File: config.mk
export PLATFORM = sky130hd
export DESIGN_NAME = mc_exc_detect
export DESIGN_NICKNAME = d
export VERILOG_FILES = /design/src/rtl/exc_pkg.sv /design/src/rtl/exc_opc_check.sv /design/src/rtl/exc_region_check.sv /design/src/rtl/exc_capture.sv /design/src/rtl/mc_exc_detect.sv
export SDC_FILE = /design/constraint.sdc
export NUM_CORES = 1
export LEC_CHECK = 0
export BUFFER_PORTS_ARGS = -buffer_cell sky130_fd_sc_hd__buf_2
export CAP_MARGIN = 15
export CORE_MARGIN = 1.5
export CORE_UTILIZATION = 50
export CTS_CLUSTER_DIAMETER = 30
export DETAILED_ROUTE_END_ITERATION = 6
export GPL_TIMING_DRIVEN = 0
export PLACE_DENSITY = 0.95
export SYNTH_ARGS = -nofsm -noshare
export SYNTH_HDL_FRONTEND = slang
export SYNTH_SLANG_ARGS = --single-unit
File: constraint.sdc
create_clock -name clk -period 5.1 [get_ports clk]
set_clock_uncertainty 0.05 [all_clocks]
set_input_delay 0 -clock clk [delete_from_list [all_inputs] [get_ports clk]]
set_output_delay 0 -clock clk [all_outputs]
set_load 0.02 [all_outputs]
File: src/rtl/exc_pkg.sv
`timescale 1ns/1ps
package exc_pkg;
   localparam int STEP_W  = 3;
   localparam int CAUSE_W = 2;

   typedef enum logic [STEP_W-1:0] {
      STEP_IDLE   = 3'd0,
      STEP_FETCH  = 3'd1,
      STEP_DECODE = 3'd2,
      STEP_EXEC   = 3'd3,
      STEP_MEM    = 3'd4,
      STEP_LDWB   = 3'd5
   } step_e;

   typedef enum logic [CAUSE_W-1:0] {
      CAUSE_NONE   = 2'b00,
      CAUSE_OPC    = 2'b01,
      CAUSE_REGION = 2'b10
   } cause_e;
endpackage

File: src/rtl/exc_opc_check.sv
`timescale 1ns/1ps
module exc_opc_check #(
   parameter int OPC_W   = 6,
   parameter int NUM_OPC = 5,
   parameter logic [NUM_OPC*OPC_W-1:0] OPC_LIST = {6'b000000, 6'b100011, 6'b101011, 6'b000100, 6'b000010}
) (
   input  logic [exc_pkg::STEP_W-1:0] step_code,
   input  logic                       step_vld,
   input  logic [OPC_W-1:0]           ir_opcode,
   output logic                       opc_hit
);
   import exc_pkg::*;

   logic [NUM_OPC-1:0] match_vec;

   if (NUM_OPC < 1) begin : g_bad_list
      $error("exc_opc_check: NUM_OPC must be at least 1");
   end

   for (genvar gi = 0; gi < NUM_OPC; gi++) begin : g_match
      assign match_vec[gi] = (ir_opcode == OPC_LIST[gi*OPC_W +: OPC_W]);
   end

   assign opc_hit = step_vld && (step_code == STEP_EXEC) && !(|match_vec);
endmodule

File: src/rtl/exc_region_check.sv
`timescale 1ns/1ps
module exc_region_check #(
   parameter int PC_W           = 32,
   parameter int WORD_LSB       = 2,
   parameter int MEM_WORDS      = 32,
   parameter int DATA_BASE_WORD = 16
) (
   input  logic [exc_pkg::STEP_W-1:0] step_code,
   input  logic                       step_vld,
   input  logic [PC_W-1:0]            cur_pc,
   output logic                       region_hit
);
   import exc_pkg::*;

   localparam logic [PC_W-1:0] BASE_IDX = PC_W'(DATA_BASE_WORD);

   logic [PC_W-1:0] word_idx;

   if (DATA_BASE_WORD <= 0 || DATA_BASE_WORD >= MEM_WORDS) begin : g_bad_base
      $error("exc_region_check: DATA_BASE_WORD must lie inside the memory");
   end
   if (WORD_LSB >= PC_W) begin : g_bad_lsb
      $error("exc_region_check: WORD_LSB too large");
   end

   assign word_idx   = cur_pc >> WORD_LSB;
   assign region_hit = step_vld && (step_code == STEP_FETCH) && (word_idx >= BASE_IDX);
endmodule

File: src/rtl/exc_capture.sv
`timescale 1ns/1ps
module exc_capture #(
   parameter int PC_W      = 32,
   parameter int PC_STEP   = 4,
   parameter bit REWIND_EN = 1'b1
) (
   input  logic                        clk,
   input  logic                        rst,
   input  logic                        region_hit,
   input  logic                        opc_hit,
   input  logic [PC_W-1:0]             cur_pc,
   input  logic                        trap_ack,
   output logic                        trap_req,
   output logic [exc_pkg::CAUSE_W-1:0] trap_cause,
   output logic [PC_W-1:0]             trap_epc
);
   import exc_pkg::*;

   logic [PC_W-1:0] opc_epc;
   logic            req_q;
   cause_e          cause_q;
   logic [PC_W-1:0] epc_q;

   if (REWIND_EN) begin : g_rewind
      assign opc_epc = cur_pc - PC_W'(PC_STEP);
   end else begin : g_norewind
      assign opc_epc = cur_pc;
   end

   always_ff @(posedge clk) begin
      if (rst) begin
         req_q   <= 1'b0;
         cause_q <= CAUSE_NONE;
         epc_q   <= '0;
      end else if (req_q) begin
         if (trap_ack) req_q <= 1'b0;
      end else if (region_hit) begin
         req_q   <= 1'b1;
         cause_q <= CAUSE_REGION;
         epc_q   <= cur_pc;
      end else if (opc_hit) begin
         req_q   <= 1'b1;
         cause_q <= CAUSE_OPC;
         epc_q   <= opc_epc;
      end
   end

   assign trap_req   = req_q;
   assign trap_cause = cause_q;
   assign trap_epc   = epc_q;

   p_region_take_r5: assert property (@(posedge clk) disable iff (rst)
      (!trap_req && region_hit) |=> (trap_req && trap_cause == CAUSE_REGION && trap_epc == $past(cur_pc)));

   p_opc_take_r3: assert property (@(posedge clk) disable iff (rst)
      (!trap_req && opc_hit && !region_hit) |=> (trap_req && trap_cause == CAUSE_OPC));

   p_hold_r8: assert property (@(posedge clk) disable iff (rst)
      (trap_req && !trap_ack) |=> (trap_req && $stable(trap_cause) && $stable(trap_epc)));

   p_ack_clear_r10: assert property (@(posedge clk) disable iff (rst)
      (trap_req && trap_ack) |=> !trap_req);

   p_idle_quiet_r10: assert property (@(posedge clk) disable iff (rst)
      (!trap_req && !region_hit && !opc_hit) |=> !trap_req);

   p_cause_legal_r9: assert property (@(posedge clk) disable iff (rst)
      trap_req |-> (trap_cause == CAUSE_OPC || trap_cause == CAUSE_REGION));
endmodule

File: src/rtl/mc_exc_detect.sv
`timescale 1ns/1ps
module mc_exc_detect #(
   parameter int PC_W           = 32,
   parameter int OPC_W          = 6,
   parameter int WORD_LSB       = 2,
   parameter int MEM_WORDS      = 32,
   parameter int DATA_BASE_WORD = 16,
   parameter int PC_STEP        = 4,
   parameter logic [PC_W-1:0] HANDLER_ADDR = '0
) (
   input  logic              clk,
   input  logic              rst,
   input  logic [2:0]        step_code,
   input  logic              step_vld,
   input  logic [PC_W-1:0]   cur_pc,
   input  logic [OPC_W-1:0]  ir_opcode,
   input  logic              trap_ack,
   output logic              trap_req,
   output logic [1:0]        trap_cause,
   output logic [PC_W-1:0]   trap_epc,
   output logic [PC_W-1:0]   trap_vector,
   output logic              fetch_block
);
   import exc_pkg::*;

   localparam int NUM_OPC = 5;
   localparam logic [NUM_OPC*OPC_W-1:0] OPC_LIST =
      {OPC_W'(6'b000000), OPC_W'(6'b100011), OPC_W'(6'b101011), OPC_W'(6'b000100), OPC_W'(6'b000010)};

   if (OPC_W < 6) begin : g_bad_opc
      $error("mc_exc_detect: OPC_W must hold a 6-bit opcode");
   end
   if (PC_STEP != (1 << WORD_LSB)) begin : g_bad_step
      $error("mc_exc_detect: PC_STEP must equal one word");
   end

   logic region_hit;
   logic opc_hit;

   exc_region_check #(
      .PC_W(PC_W), .WORD_LSB(WORD_LSB), .MEM_WORDS(MEM_WORDS), .DATA_BASE_WORD(DATA_BASE_WORD)
   ) i_region (
      .step_code(step_code), .step_vld(step_vld), .cur_pc(cur_pc), .region_hit(region_hit)
   );

   exc_opc_check #(
      .OPC_W(OPC_W), .NUM_OPC(NUM_OPC), .OPC_LIST(OPC_LIST)
   ) i_opc (
      .step_code(step_code), .step_vld(step_vld), .ir_opcode(ir_opcode), .opc_hit(opc_hit)
   );

   exc_capture #(
      .PC_W(PC_W), .PC_STEP(PC_STEP), .REWIND_EN(1'b1)
   ) i_cap (
      .clk(clk), .rst(rst), .region_hit(region_hit), .opc_hit(opc_hit), .cur_pc(cur_pc),
      .trap_ack(trap_ack), .trap_req(trap_req), .trap_cause(trap_cause), .trap_epc(trap_epc)
   );

   assign fetch_block = region_hit;
   assign trap_vector = trap_req ? HANDLER_ADDR : '0;

   p_block_only_fetch_r7: assert property (@(posedge clk) disable iff (rst)
      fetch_block |-> (step_vld && step_code == 3'd1));

   p_opc_epc_r3: assert property (@(posedge clk) disable iff (rst)
      (!trap_req && step_vld && step_code == 3'd3 && opc_hit) |=> (trap_epc == $past(cur_pc) - PC_W'(PC_STEP)));

   p_vector_r8: assert property (@(posedge clk) disable iff (rst)
      trap_req |-> (trap_vector == HANDLER_ADDR));

   p_no_opc_off_exec_r4: assert property (@(posedge clk) disable iff (rst)
      (!trap_req && !(step_vld && (step_code == 3'd1 || step_code == 3'd3))) |=> !trap_req);
endmodule

==> key figures <==
Routing
  – Wire length per cell: 14.8 um
  – Drt pass-1 iters: 5
  – Total wire length: 7.08 mm
  – Via count: 2773
  – Vias per inst: 5.79
  – Initial DRC Count: 305
  – M1 WL: 2.82 mm
  – Met3 Wirelength: 658 um
  – DRC viols: 0
  – Metal2 WL: 3.49 mm
  – DRT antenna net count: 0
  – Max Used Layer: met4

Global route
  – Largest net degree at the start of global routing: 11
  – Total GRT Usage: 0.279
  – Antenna violations before repair: 0
  – Total gr overflow: 0
  – Number of global-route vias before repair: 2487
  – First-pass GRT wire length: 11.4 mm

Timing
  – Period minus WS final: 3.52 ns
  – Final WS setup: 1.58 ns
  – Worst Tran Pin Value: 1.01 ns
  – Fmax: 0.284 GHz
  – WHS: 0.0109 ns
  – Final setup vio count: 0
  – Tcrit/Tclk final: 0.690
  – Slew margin rel.: 0.319
  – Final Hold Fails: 0
  – RSZ-0062 raised after global routing: false
  – Setup TNS: 0 ns
  – Max Transition Viols Final: 0

Power
  – Power per cell area: 216 nW/um^2
  – Total chip power: 0.703 mW
  – Lkg Pwr: 1.35 nW
  – VDD IR max: 0.113 mV

Logic synthesis
  – Syn Inst Count: 283
  – Synth async-reset ratio: 0
  – Distinct cells, synth: 41
  – EDFF count, synth: 0
  – Post-synthesis sequential area ratio: 0.302
  – Synthesized area: 2320 sq um
  – Area share of the largest cell type after synthesis: 0.302
  – Ranking of synthesized cells by area: dfxtp_1 (30%), a311oi_1 (11%), buf_4 (10%)
  – #FFs+latches synth: 35
  – Synth Flop Type: dfxtp_1
  – Yosys Warn Count: 0
  – Synth Area per Inst: 8.20 sq um
  – Yosys top cell by area: dfxtp_1

Placement
  – Pre-CTS setup slack: 1.90 ns
  – Post-DP HPWL: 4.90 mm
  – Global placement routability congestion: 0.901
  – Placement Cell Area: 2900 sq um
  – Port Buffers: 79
  – Post-Place Cells: 445

Run
  – Max-Cap Viols: 0

Hold path
  – Worst Hold Class: in2reg

Setup path
  – CP Class: in2reg
  – Worst setup SP type: input pin
  – Endpoint type of the worst setup path: flip-flop
  – Slowest stage cell on the critical path: or4_4
  – Cell mode on critical path: clkbuf_1
  – Worst path required time: 5.19 ns
  – CP peak stage delay: 0.59 ns
  – Cell chain of the critical path: dlygate4sd3_1, buf_2, or4_1, clkbuf_1, or4_4, o31ai_4, inv_2, buf_6, clkbuf_1, o41ai_1, a311oi_1
  – Max Fanout on Critical Path: 10
  – Arrival @ worst endpoint: 3.61 ns

Cells and area
  – Number of diodes: 0
  – P&R area growth vs syn: 40.4%
  – Core Util, Final: 0.738
  – Non-Filler Instances: 479
  – Number of nets in the layout: 473
  – Share of cells above drive strength 1: 0.300
  – Commonest non-fill, non-tap cell in the layout: buf_2
  – Final instance area: 3260 sq um
  – Commonest cells after routing, fill and taps aside: buf_2 (81), dfxtp_1 (35), nor3_1 (33)

Clock tree
  – Num CTS Buffers: 5
  – Clock transition at path regs: 0.07 ns
  – CTS Sinks: 35
  – Clk root buf: clkbuf_8
  – Htree depth: 2
  – CTS tree: built
  – Clock latency on the worst-skew pair: 0.29 ns
  – Clk buf depth: 2
  – Setup Buffers After CTS: 0

Floorplan
  – Die X: 71.1 um
  – Die area: 5060 sq um
  – Ports: 113
  – Effective utilization at floorplan: 0.526
  – Core ar.: 4410 sq um
  – Die H: 71.1 um
  – # rows: 24

Status
  – Status: complete, no violations
## timing repair
action,CTS,global route
endpoints found under the hold margin,26,0
endpoints found under the setup margin,0,0
hold buffers,26,0
resized for setup,0,0
## sequential cells by signal, indices dropped and copies added, names as in the netlist
signal	flops
i_cap.trap_epc	32
i_cap.trap_req	1
i_cap.trap_cause	2
## path summary, 6_finish.rpt
check,slack (ns),depth (start not counted),endpoint,startpoint
worst max-delay path,1.58,11,i_cap.trap_epc[21]$_SDFFE_PP0P_,cur_pc[27]
worst min-delay path,0.01,3,i_cap.trap_epc[6]$_SDFFE_PP0P_,cur_pc[6]
worst min register to register,0.41,2,i_cap.trap_epc[0]$_SDFFE_PP0P_,i_cap.trap_epc[0]$_SDFFE_PP0P_
worst max register to register,3.05,5,i_cap.trap_epc[31]$_SDFFE_PP0P_,i_cap.trap_req$_SDFF_PP0_
## cells in the mapped netlist (2+ instances only)
cell,n
dfxtp_1,35
nor3_1,33
buf_4,32
a311oi_1,28
clkbuf_1,19
or3_1,19
or4_1,17
o21ai_0,11
o31ai_1,11
nand2_1,10
nand3_1,8
o41ai_1,8
nor4_1,6
a21oi_1,5
nor2_1,5
inv_1,3
nand2b_1,3
a31oi_1,2
buf_2,2
ha_1,2
nor2b_1,2
o2111ai_1,2
or2_2,2
## cell families after synthesis
family                     count (synthesis)  synth area share
and+or+nand+nor                          110             0.274
AOI/OAI and AO/OA                         75             0.257
buffers and inverters                     59             0.151
DFF                                       35             0.302
adders and majority gates                  2            0.0108
xor gates and xnor gates                   1           0.00377
other                                      1           0.00162
## metal layers
metal  vias up  global-route usage
li1       1343                   -
met1      1258               0.346
met2       158               0.469
met3        14              0.0527
met4         0               0.124
met5         -                   0
## layout make-up
class                   instances  area [sq um]
multi-input cells             220          1390
fillers                       357          1160
flip-flops and latches         35           701
repair buffers                105           656
plain buffers                  55           337
clock buffers                   8           100
well taps                      52          65.1
inverters                       4          15.0
## critical path: cells and delay by family
kind / cells / cell delay, ns
buffers and inverters: 6 / 1.42
AND/OR/NAND/NOR: 2 / 1.10
AO/OA/AOI/OAI: 3 / 1.09
## where the power goes
part | leakage, nW | switching, mW | internal (mW) | total [mW]
sequential | 0.286 | 0.00792 | 0.289 | 0.297
clock | 0.0515 | 0.0976 | 0.123 | 0.221
combinational | 1.01 | 0.107 | 0.0784 | 0.185
(Power assumes the default switching activity.)
